==> src/rtl/hwc_pkg.sv <==
package hwc_pkg;
   typedef enum logic [0:0] {
      ST_RUN  = 1'b0,
      ST_HALT = 1'b1
   } hwc_state_e;

   typedef enum logic [1:0] {
      WK_NONE = 2'd0,
      WK_WDT  = 2'd1,
      WK_IRQ  = 2'd2,
      WK_PORT = 2'd3
   } hwc_wake_e;
endpackage

==> src/rtl/hwc_port_watch.sv <==
module hwc_port_watch #(
   parameter int PA_W        = 8,
   parameter int SYNC_STAGES = 2
) (
   input  logic            clk,
   input  logic            rst_n,
   input  logic [PA_W-1:0] pins_i,
   input  logic            armed_i,
   output logic            fall_o
);
   localparam int LAST = SYNC_STAGES - 1;

   logic [PA_W-1:0] stg_q [SYNC_STAGES];
   logic [PA_W-1:0] prev_q;
   logic [PA_W-1:0] fall_vec;

   for (genvar g = 0; g < SYNC_STAGES; g++) begin : g_sync
      if (g == 0) begin : g_first
         always_ff @(posedge clk or negedge rst_n) begin
            if (!rst_n) stg_q[g] <= '1;
            else        stg_q[g] <= pins_i;
         end
      end else begin : g_next
         always_ff @(posedge clk or negedge rst_n) begin
            if (!rst_n) stg_q[g] <= '1;
            else        stg_q[g] <= stg_q[g-1];
         end
      end
   end

   always_ff @(posedge clk or negedge rst_n) begin
      if (!rst_n) prev_q <= '1;
      else        prev_q <= stg_q[LAST];
   end

   always_comb begin
      fall_vec = prev_q & ~stg_q[LAST];
      fall_o   = armed_i & (|fall_vec);
   end

   // a reported fall means some synchronised pin was high last cycle and is low now
   p_fall_real_r9: assert property (@(posedge clk) disable iff (!rst_n)
      fall_o |-> (stg_q[LAST] != $past(stg_q[LAST])));
endmodule

==> src/rtl/hwc_wake_sel.sv <==
module hwc_wake_sel
   import hwc_pkg::*;
#(
   parameter int IRQ_W = 4
) (
   input  logic             halted_i,
   input  logic             wdt_ovf_i,
   input  logic [IRQ_W-1:0] irq_pend_i,
   input  logic [IRQ_W-1:0] irq_en_i,
   input  logic             port_fall_i,
   output hwc_wake_e        cause_o
);
   logic irq_hit;

   always_comb begin
      irq_hit = |(irq_pend_i & irq_en_i);
      cause_o = WK_NONE;
      if (halted_i) begin
         if (wdt_ovf_i)        cause_o = WK_WDT;
         else if (irq_hit)     cause_o = WK_IRQ;
         else if (port_fall_i) cause_o = WK_PORT;
      end
   end
endmodule

==> src/rtl/hwc_status_flags.sv <==
module hwc_status_flags (
   input  logic clk,
   input  logic rst_n,
   input  logic ev_halt_i,
   input  logic ev_full_i,
   input  logic ev_warm_i,
   output logic pdf_o,
   output logic to_o
);
   always_ff @(posedge clk or negedge rst_n) begin
      if (!rst_n) begin
         pdf_o <= 1'b0;
         to_o  <= 1'b0;
      end else if (ev_full_i) begin
         pdf_o <= 1'b0;
         to_o  <= 1'b1;
      end else if (ev_warm_i) begin
         to_o  <= 1'b1;
      end else if (ev_halt_i) begin
         pdf_o <= 1'b1;
         to_o  <= 1'b0;
      end
   end

   // entering halt leaves the power-down flag set and the timeout flag clear
   p_halt_flags_r2: assert property (@(posedge clk) disable iff (!rst_n)
      (ev_halt_i && !ev_full_i && !ev_warm_i) |=> (pdf_o && !to_o));
   // a warm restart never touches the power-down flag
   p_warm_keeps_pdf_r6: assert property (@(posedge clk) disable iff (!rst_n)
      ev_warm_i |=> (to_o && $stable(pdf_o)));
endmodule

==> src/rtl/hwc_halt_ctrl.sv <==
module hwc_halt_ctrl
   import hwc_pkg::*;
#(
   parameter int PA_W        = 8,
   parameter int IRQ_W       = 4,
   parameter int SYNC_STAGES = 2
) (
   input  logic             clk,
   input  logic             rst_n,
   input  logic             halt_req,
   input  logic             wdt_ovf,
   input  logic             wdt_osc_sel,
   input  logic [IRQ_W-1:0] irq_pend,
   input  logic [IRQ_W-1:0] irq_en,
   input  logic [PA_W-1:0]  porta,
   output logic             sys_clk_en,
   output logic             wdt_tick_en,
   output logic             wdt_clr,
   output logic             chip_rst,
   output logic             warm_rst,
   output logic             resume,
   output logic             pdf,
   output logic             to_flag
);
   if (PA_W < 1) begin : g_bad_pa
      $error("hwc_halt_ctrl: PA_W must be at least 1");
   end
   if (IRQ_W < 1) begin : g_bad_irq
      $error("hwc_halt_ctrl: IRQ_W must be at least 1");
   end
   if (SYNC_STAGES < 2) begin : g_bad_sync
      $error("hwc_halt_ctrl: SYNC_STAGES must be at least 2");
   end

   hwc_state_e state_q;
   hwc_wake_e  cause;
   logic       halted;
   logic       port_fall;
   logic       ev_halt, ev_full, ev_warm;

   assign halted = (state_q == ST_HALT);

   hwc_port_watch #(.PA_W(PA_W), .SYNC_STAGES(SYNC_STAGES)) u_port (
      .clk    (clk),
      .rst_n  (rst_n),
      .pins_i (porta),
      .armed_i(halted),
      .fall_o (port_fall)
   );

   hwc_wake_sel #(.IRQ_W(IRQ_W)) u_wake (
      .halted_i   (halted),
      .wdt_ovf_i  (wdt_ovf),
      .irq_pend_i (irq_pend),
      .irq_en_i   (irq_en),
      .port_fall_i(port_fall),
      .cause_o    (cause)
   );

   always_comb begin
      ev_full = !halted && wdt_ovf;
      ev_halt = !halted && !wdt_ovf && halt_req;
      ev_warm = (cause == WK_WDT);
   end

   hwc_status_flags u_flags (
      .clk      (clk),
      .rst_n    (rst_n),
      .ev_halt_i(ev_halt),
      .ev_full_i(ev_full),
      .ev_warm_i(ev_warm),
      .pdf_o    (pdf),
      .to_o     (to_flag)
   );

   always_ff @(posedge clk or negedge rst_n) begin
      if (!rst_n) begin
         state_q  <= ST_RUN;
         wdt_clr  <= 1'b0;
         chip_rst <= 1'b0;
         warm_rst <= 1'b0;
         resume   <= 1'b0;
      end else begin
         wdt_clr  <= 1'b0;
         chip_rst <= 1'b0;
         warm_rst <= 1'b0;
         resume   <= 1'b0;
         unique case (state_q)
            ST_RUN: begin
               if (ev_full) begin
                  chip_rst <= 1'b1;
               end else if (ev_halt) begin
                  wdt_clr <= 1'b1;
                  state_q <= ST_HALT;
               end
            end
            ST_HALT: begin
               unique case (cause)
                  WK_WDT: begin
                     warm_rst <= 1'b1;
                     state_q  <= ST_RUN;
                  end
                  WK_IRQ, WK_PORT: begin
                     resume  <= 1'b1;
                     state_q <= ST_RUN;
                  end
                  default: ;
               endcase
            end
            default: state_q <= ST_RUN;
         endcase
      end
   end

   always_comb begin
      sys_clk_en  = !halted;
      wdt_tick_en = !halted || wdt_osc_sel;
   end

   // restart strobes are mutually exclusive
   p_one_strobe_r12: assert property (@(posedge clk) disable iff (!rst_n)
      $onehot0({wdt_clr, chip_rst, warm_rst, resume}));
   // the core clock only stops right after a halt request
   p_gate_cause_r3: assert property (@(posedge clk) disable iff (!rst_n)
      $fell(sys_clk_en) |-> ($past(halt_req) && wdt_clr));
   // overflow while running resets the whole chip and records timeout
   p_wdt_full_r5: assert property (@(posedge clk) disable iff (!rst_n)
      (sys_clk_en && wdt_ovf) |=> (chip_rst && to_flag && !pdf && sys_clk_en));
   // overflow while halted is only a warm restart
   p_wdt_warm_r6: assert property (@(posedge clk) disable iff (!rst_n)
      (!sys_clk_en && wdt_ovf) |=> (warm_rst && !chip_rst && sys_clk_en));
   // a plain resume leaves both flags alone
   p_resume_flags_r7: assert property (@(posedge clk) disable iff (!rst_n)
      resume |-> ($stable(pdf) && $stable(to_flag)));
   // overflow outranks an interrupt wake
   p_prio_r13: assert property (@(posedge clk) disable iff (!rst_n)
      (!sys_clk_en && wdt_ovf && (|(irq_pend & irq_en))) |=> !resume);
   // a repeated halt request while halted asks for no watchdog clear
   p_halt_ignored_r10: assert property (@(posedge clk) disable iff (!rst_n)
      (!sys_clk_en && halt_req) |=> !wdt_clr);
endmodule

==> config.mk <==
export PLATFORM = sky130hd
export DESIGN_NAME = hwc_halt_ctrl
export DESIGN_NICKNAME = d
export VERILOG_FILES = /design/src/rtl/hwc_pkg.sv /design/src/rtl/hwc_port_watch.sv /design/src/rtl/hwc_wake_sel.sv /design/src/rtl/hwc_status_flags.sv /design/src/rtl/hwc_halt_ctrl.sv
export SDC_FILE = /design/constraint.sdc
export NUM_CORES = 1
export LEC_CHECK = 0
export BUFFER_PORTS_ARGS = -buffer_cell sky130_fd_sc_hd__buf_2
export CAP_MARGIN = 10
export CORE_ASPECT_RATIO = 0.8
export CORE_UTILIZATION = 30
export CTS_BUF_LIST = sky130_fd_sc_hd__clkbuf_8
export DETAILED_ROUTE_END_ITERATION = 7
export HOLD_SLACK_MARGIN = 0.03
export SLEW_MARGIN = 40
export SYNTH_ARGS = -nofsm -noshare
export SYNTH_HDL_FRONTEND = slang
export SYNTH_HIERARCHICAL = 1
export SYNTH_SLANG_ARGS = --single-unit
==> constraint.sdc <==
create_clock -name clk -period 3.4 [get_ports clk]
set_input_delay 0.34 -clock clk [delete_from_list [all_inputs] [get_ports clk]]
set_output_delay 0.34 -clock clk [all_outputs]
set_load 0.1 [all_outputs]
==> results by group, run 1 <==
Status
  • Status: completed

Floorplan
  • Die area: 3640 um^2
  • Core Area: 3150 um^2
  • DIE WIDTH: 67.2 um
  • Rows: 18
  • Starting Density: 0.324
  • Io pins: 29
  • Die Ht: 54.2 um

CTS
  • Maximum clock path buffer count: 2
  • Setup Buffers After CTS: 0
  • CTS clock-pin slew for the worst setup and hold paths: 60 ps
  • CTS Buf Count: 5
  • Worst skew pair latency: 270 ps
  • Hold_buf cts: 0
  • CTS tree: yes
  • Number of clock sinks: 31
  • Post_cts resized: 0
  • Htree depth: 2
  • Clk root buf: clkbuf_8

Final layout
  • Cell area after layout: 1290 um^2
  • Post-route insts no fill: 142
  • Final #Nets: 123
  • Share of layout cells above drive strength 1: 0.608
  • Fill count: 338
  • Ant. Diodes: 0
  • Most common cell after layout, fill and taps aside: buf_2
  • Area grow syn2layout: 26.1%
  • Most frequent cells in the layout: buf_2, dfstp_2, inv_1, dfrtp_1, clkbuf_8

Critical path
  • Arr. time, crit path: 2070 ps
  • Startpoint types: register
  • Critical path's slowest cell: dfstp_2
  • CP max FO: 3
  • WS Path Type: register to register
  • Req. time, crit path: 3570 ps
  • Slowest Stage Delay on Critical Path: 520 ps
  • Top delay family on crit path: compound AO/OA/AOI/OAI gates
  • CP endpoint kind: register
  • Buf/Inv on CP: 0
  • CP Cell Sequence: o22ai_1, o41a_1, o311a_1, nor2b_1, nand2b_1, a21oi_2

Timing
  • Fin. max-slew vios: 0
  • Highest Clock Rate: 0.525 GHz
  • TNS Setup: 0 ps
  • Post-route minimum period: 1900 ps
  • Hold Violations, Final: 0
  • Clock Skews: 5.61 ps
  • RSZ-0062 raised after global routing: false
  • Hold slack: 91.4 ps
  • Period utilization: 0.560
  • Max_slew headroom: 0.575
  • Endpoints failing setup: 0
  • Least-Margin Pin Slew: 637 ps

Hold path
  • Worst hold path class: input pin to asynchronous set/reset pin

Detailed routing
  • Drt first-iter violations: 21
  • Routed WL: 1420 um
  • Drt first pass iters: 4
  • Post-DR wirelength/cell: 9.99 um
  • Remaining routing DRC violations: 0
  • Vias: 585
  • Via density per instance: 4.12
  • Routed Antenna Nets: 0

GRT
  • Initial antenna violation count: 0
  • Number of global-route vias before repair: 559
  • Total GRT Usage: 0.102
  • Grt ovf: 0
  • Largest net degree at the start of global routing: 32
  • First-pass GRT wire length: 2460 um

Yosys
  • Synth Cell Area: 1020 um^2
  • Syn nets: 88
  • Sequential cell area fraction in the yosys report: 0.789
  • Seq cells post-synth: 31
  • Ys Warns: 6
  • Unique masters post-synth: 19
  • Avg Synthesized Cell Area: 15.2 um^2
  • Gate Count Post-Synth: 67

Job
  • MaxCap Viol Count: 0

Power and ir drop
  • Pwr/cell area: 793 nW/um^2
  • Peak VDD IR: 0.315 mV
  • Leakage: 0.625 nW
  • Total power: 0.00102 W

Placement
  • Post-DP HPWL: 1040 um
  • RD Place Congestion: 0.701
  • Cell count after placement: 135
  • Port Buf Inserts: 28
  • Placed inst area: 1210 um^2
==> cells by family after synthesis <==
| logic type | after synthesis | synth area share |
|---|---|---|
| flops | 31 | 0.789 |
| buf+inv | 12 | 0.0441 |
| simple gates | 12 | 0.0760 |
| compound gates | 12 | 0.0907 |
==> through the flow <==
stage | setup WS (ps) | utilization
after floorplan | 1590 | -
after global placement | 1540 | 0.384
after detailed placement | 1490 | 0.384
after CTS | 1480 | 0.408
after global routing | 1430 | 0.408
final | 1500 | 0.408
==> worst register-to-register path, stage by stage (launching register included) <==
cell and delay [ps]:
dfstp_2 520, o22ai_1 80, o41a_1 450, o311a_1 390, nor2b_1 160, nand2b_1 140, a21oi_2 50
==> path summary, 6_finish.rpt <==
kind	from	end	slack (ps)	depth (start not counted)
max reg2reg	u_port/stg_q[7]$_DFF_PN1_	u_flags/pdf_o$_DFFE_PN0P_	1500	6
min	rst_n	halted$_DFF_PN0_	90	1
min reg2reg	u_port/stg_q[9]$_DFF_PN1_	u_port/stg_q[1]$_DFF_PN1_	350	0
max	u_port/stg_q[7]$_DFF_PN1_	u_flags/pdf_o$_DFFE_PN0P_	1500	6
min in group clk	porta[1]	u_port/stg_q[9]$_DFF_PN1_	170	1
max in group asynchronous	rst_n	resume$_DFF_PN0_	2900	1
==> cells in the mapped netlist <==
master / instances / share of area
o31ai_1: 1 / 0.0074
a21o_1: 1 / 0.0074
nand2b_1: 2 / 0.012
o21ai_0: 1 / 0.0049
a21oi_2: 1 / 0.0086
and2b_2: 1 / 0.0086
nor3b_2: 1 / 0.012
a22o_1: 2 / 0.017
dfstp_2: 24 / 0.62
nor2b_1: 1 / 0.0061
nor2_1: 2 / 0.0074
and2_2: 2 / 0.015
o22ai_1: 4 / 0.025
dfrtp_1: 7 / 0.17
o41a_1: 1 / 0.011
nand2_1: 2 / 0.0074
o311a_1: 1 / 0.0098
nor3b_1: 1 / 0.0074
inv_1: 12 / 0.044
==> registers in the layout, indices dropped and copies added (netlist names) <==
signal	cells
u_port/stg_q	16
halted	1
wdt_clr	1
resume	1
u_flags/to_o	1
u_flags/pdf_o	1
warm_rst	1
u_port/prev_q	8
chip_rst	1
==> layout make-up <==
cell class / count / area, um^2 / area share
clock buffer: 5 / 68.8 / 0.0535
clock inverter: 2 / 7.51 / 0.00583
inverter: 12 / 45.0 / 0.0350
multi-input combinational: 24 / 170 / 0.132
sequential: 31 / 806 / 0.626
tap: 40 / 50.0 / 0.0389
timing repair buffer: 28 / 140 / 0.109
==> routing by layer <==
metal | part of all wire | track usage | up-vias
met5 | 0 | 0 | -
met4 | 0 | 0.0426 | 0
met3 | 0.063 | 0.0699 | 0
met2 | 0.50 | 0.165 | 17
met1 | 0.43 | 0.104 | 281
li1 | - | - | 287
==> report_power, final <==
part | total (W) | internal, W | switching [W]
clock | 0.000248 | 0.000134 | 0.000113
sequential | 0.000448 | 0.000420 | 0.0000284
combinational | 0.000325 | 0.0000643 | 0.000261
No activity file was read; power rests on OpenSTA's default activity.
==> run 2: changes to the inputs <==
- clock period: 3.4 -> 1.75 ns (I/O delays scaled with it)
==> run 2 against run 1 <==
Count of clock-buffer cells in the layout unchanged. The flow now finishes with violations (setup timing). Sequential cell count unchanged. Register-to-register slack worse by 1600 ps. Wire length up 16%. Maximum frequency up 4.2%. Largest power group unchanged. Clock skew up 3.6 ps. Critical path type unchanged. Die area unchanged. Via count up 7.5%. Core utilization up 5.8 points.
==> results by group, run 2 (same netlist as run 1, synthesis figures left out) <==
Final layout
  • Post-route insts no fill: 155 (was 142)
  • Ant. Diodes: 0 (unchanged)
  • Most frequent cells in the layout: buf_2, dfstp_2, inv_1, dlygate4sd3_1, dfrtp_1 (was buf_2, dfstp_2, inv_1, dfrtp_1, clkbuf_8)
  • Share of layout cells above drive strength 1: 0.609 (was 0.608)
  • Top flop regs: u_port/stg_q x16, u_port/prev_q x8 (unchanged)
  • Final #Nets: 135 (was 123)
  • Most common cell after layout, fill and taps aside: buf_2 (unchanged)
  • Fill count: 299 (was 338)
  • Top reg by flops: u_port/stg_q (unchanged)
  • Area grow syn2layout: 44.1% (was 26.1%)
  • Max reg flops: 16 (unchanged)

Placement
  • Cell count after placement: 136 (was 135)
  • Post-DP HPWL: 1110 um (was 1040 um)
  • Pre-CTS WS: -117 ps (was 1490 ps)
  • RD Place Congestion: 0.670 (was 0.701)
  • Port Buf Inserts: 28 (unchanged)

Floorplan
  • Starting Density: 0.324 (unchanged)
  • Die Ht: 54.2 um (unchanged)
  • Io pins: 29 (unchanged)
  • DIE WIDTH: 67.2 um (unchanged)
  • Rows: 18 (unchanged)
  • Core Area: 3150 um^2 (unchanged)
  • Die area: 3640 um^2 (unchanged)

Timing
  • Period utilization: 1.04 (was 0.560)
  • Max_slew headroom: 0.578 (was 0.575)
  • Clock Skews: 9.18 ps (was 5.61 ps)
  • Hold Violations, Final: 0 (unchanged)
  • Fin. max-slew vios: 0 (unchanged)
  • Highest Clock Rate: 0.547 GHz (was 0.525 GHz)
  • Endpoints failing setup: 3 (was 0)
  • Post-route minimum period: 1830 ps (was 1900 ps)
  • PnR worst setup slack: -76.5 ps (was 1500 ps)
  • RSZ-0062 raised after global routing: true (was false)
  • Least-Margin Pin Slew: 633 ps (was 637 ps)

CTS
  • Number of clock sinks: 31 (unchanged)
  • CTS clock-pin slew for the worst setup and hold paths: 60 ps (about the same)
  • CTS Buf Count: 5 (unchanged)
  • CTS tree: yes (unchanged)
  • Htree depth: 2 (unchanged)
  • Worst skew pair latency: 280 ps (was 270 ps)
  • Clk root buf: clkbuf_8 (unchanged)
  • Maximum clock path buffer count: 2 (unchanged)

GRT
  • GR peak layer: met2 (unchanged)
  • GR Util met1: 0.115 (was 0.104)
  • First-pass GRT wire length: 2740 um (was 2460 um)
  • Largest net degree at the start of global routing: 32 (unchanged)
  • GRT met2 Usage: 0.183 (was 0.165)
  • Met3 usage: 0.0763 (was 0.0699)
  • Total GRT Usage: 0.115 (was 0.102)
  • Initial antenna violation count: 0 (unchanged)
  • Grt ovf: 0 (unchanged)
  • Number of global-route vias before repair: 648 (was 559)

Detailed routing
  • Routed Antenna Nets: 0 (unchanged)
  • Vias: 629 (was 585)
  • Routed WL: 1650 um (was 1420 um)
  • Drt first-iter violations: 3 (was 21)
  • Post-DR wirelength/cell: 10.6 um (was 9.99 um)
  • Via density per instance: 4.06 (was 4.12)
  • Remaining routing DRC violations: 0 (unchanged)
  • Drt first pass iters: 2 (was 4)

Critical path
  • Arr. time, crit path: 2000 ps (was 2070 ps)
  • Top delay family on crit path: compound AO/OA/AOI/OAI gates (unchanged)
  • Reg-to-Reg Start: u_port/stg_q[5]$_DFF_PN1_ (was u_port/stg_q[7]$_DFF_PN1_)
  • Critical path's slowest cell: dfstp_2 (unchanged)
  • CP Cell Sequence: o22ai_2, o41a_1, o311a_1, nor2b_2, nand2b_1, a21oi_2 (was o22ai_1, o41a_1, o311a_1, nor2b_1, nand2b_1, a21oi_2)
  • Req. time, crit path: 1920 ps (was 3570 ps)
  • CP max FO: 3 (unchanged)
  • WS Path Type: register to register (unchanged)
  • Startpoint types: register (unchanged)
  • Slowest Stage Delay on Critical Path: 540 ps (was 520 ps)
  • First element of the critical path: u_port/stg_q[5]$_DFF_PN1_ (was u_port/stg_q[7]$_DFF_PN1_)
  • Buf/Inv on CP: 0 (unchanged)
  • CP endpoint kind: register (unchanged)

Status
  • Status: finished, violations left (was completed)
  • Violated checks: setup timing

Power and ir drop
  • Leakage: 0.706 nW (was 0.625 nW)
  • Peak VDD IR: 0.686 mV (was 0.315 mV)
  • Pwr/cell area: 1610 nW/um^2 (was 793 nW/um^2)
  • Total power: 0.00238 W (was 0.00102 W)

Hold path
  • Hold Path Origin: wdt_ovf
  • Worst hold path class: input pin to register (was input pin to asynchronous set/reset pin)

Job
  • MaxCap Viol Count: 0 (unchanged)
## run 2: cell count changes in the layout (fill, tap and decap cells not counted), sizes merged
| cell | previous run | this run |
|---|---|---|
| bufinv | 0 | 2 |
| dlygate4sd3 | 0 | 9 |
| buf | 28 | 31 |
| inv | 14 | 13 |
## run 2: final cells by class
cell class	count	area (um^2)	share of cell area
Clock buffer	5	68.8	0.0468
Clock inverter	3	63.8	0.0434
Inverter	12	45.0	0.0306
Tap cell	40	50.0	0.0340
Multi-Input combinational cell	24	185	0.126
Sequential cell	31	806	0.548
Timing Repair Buffer	40	253	0.172
## run 2: worst register-to-register path: cells and delay by family (launching register included)
kind / cells / cell delay [ps]
compound gates: 4 / 900
flops: 1 / 540
simple gates: 2 / 280
## run 2: per-stage QoR
stage	util	area (um^2)	hold WS [ps]	TNS, ps
2_1_floorplan	-	1020	-121	0
3_3_place_gp	0.387	1220	226	-40.2
3_5_place_dp	0.387	1220	237	-164
4_1_cts	0.461	1450	103	-193
5_1_grt	0.467	1470	124	-498
6_report	0.467	1470	120	-183
## run 2: routing by layer
metal | up-vias | wire [um]
met3 | 4 | 110
met1 | 301 | 692
met5 | - | 0
met4 | 0 | 27
li1 | 309 | -
met2 | 15 | 818
## run 2: path summary, 6_finish.rpt
kind,endpoint,slack [ps],cells after the start
worst max-delay path,u_flags/pdf_o$_DFFE_PN0P_,-80,6
worst min-delay path,wdt_clr$_DFF_PN0_,120,2
worst max register to register,u_flags/pdf_o$_DFFE_PN0P_,-80,6
worst min register to register,u_port/stg_q[4]$_DFF_PN1_,350,0
max in group asynchronous,halted$_DFF_PN0_,880,2
min in group asynchronous,resume$_DFF_PN0_,450,2
## run 2: timing repair
item | in CTS | in global routing
gates resized for setup | 2 | 2
endpoints found under the setup margin | 3 | 5
gates cloned | 0 | 0
hold endpoints to repair | 15 | 0
pin swaps | 2 | 1
hold buffers | 9 | 0
setup buffers | 1 | 1
## run 2: power breakdown
group | internal [W] | switching [W]
combinational | 0.000169 | 0.000548
sequential | 0.000815 | 0.0000321
clock | 0.000563 | 0.000248
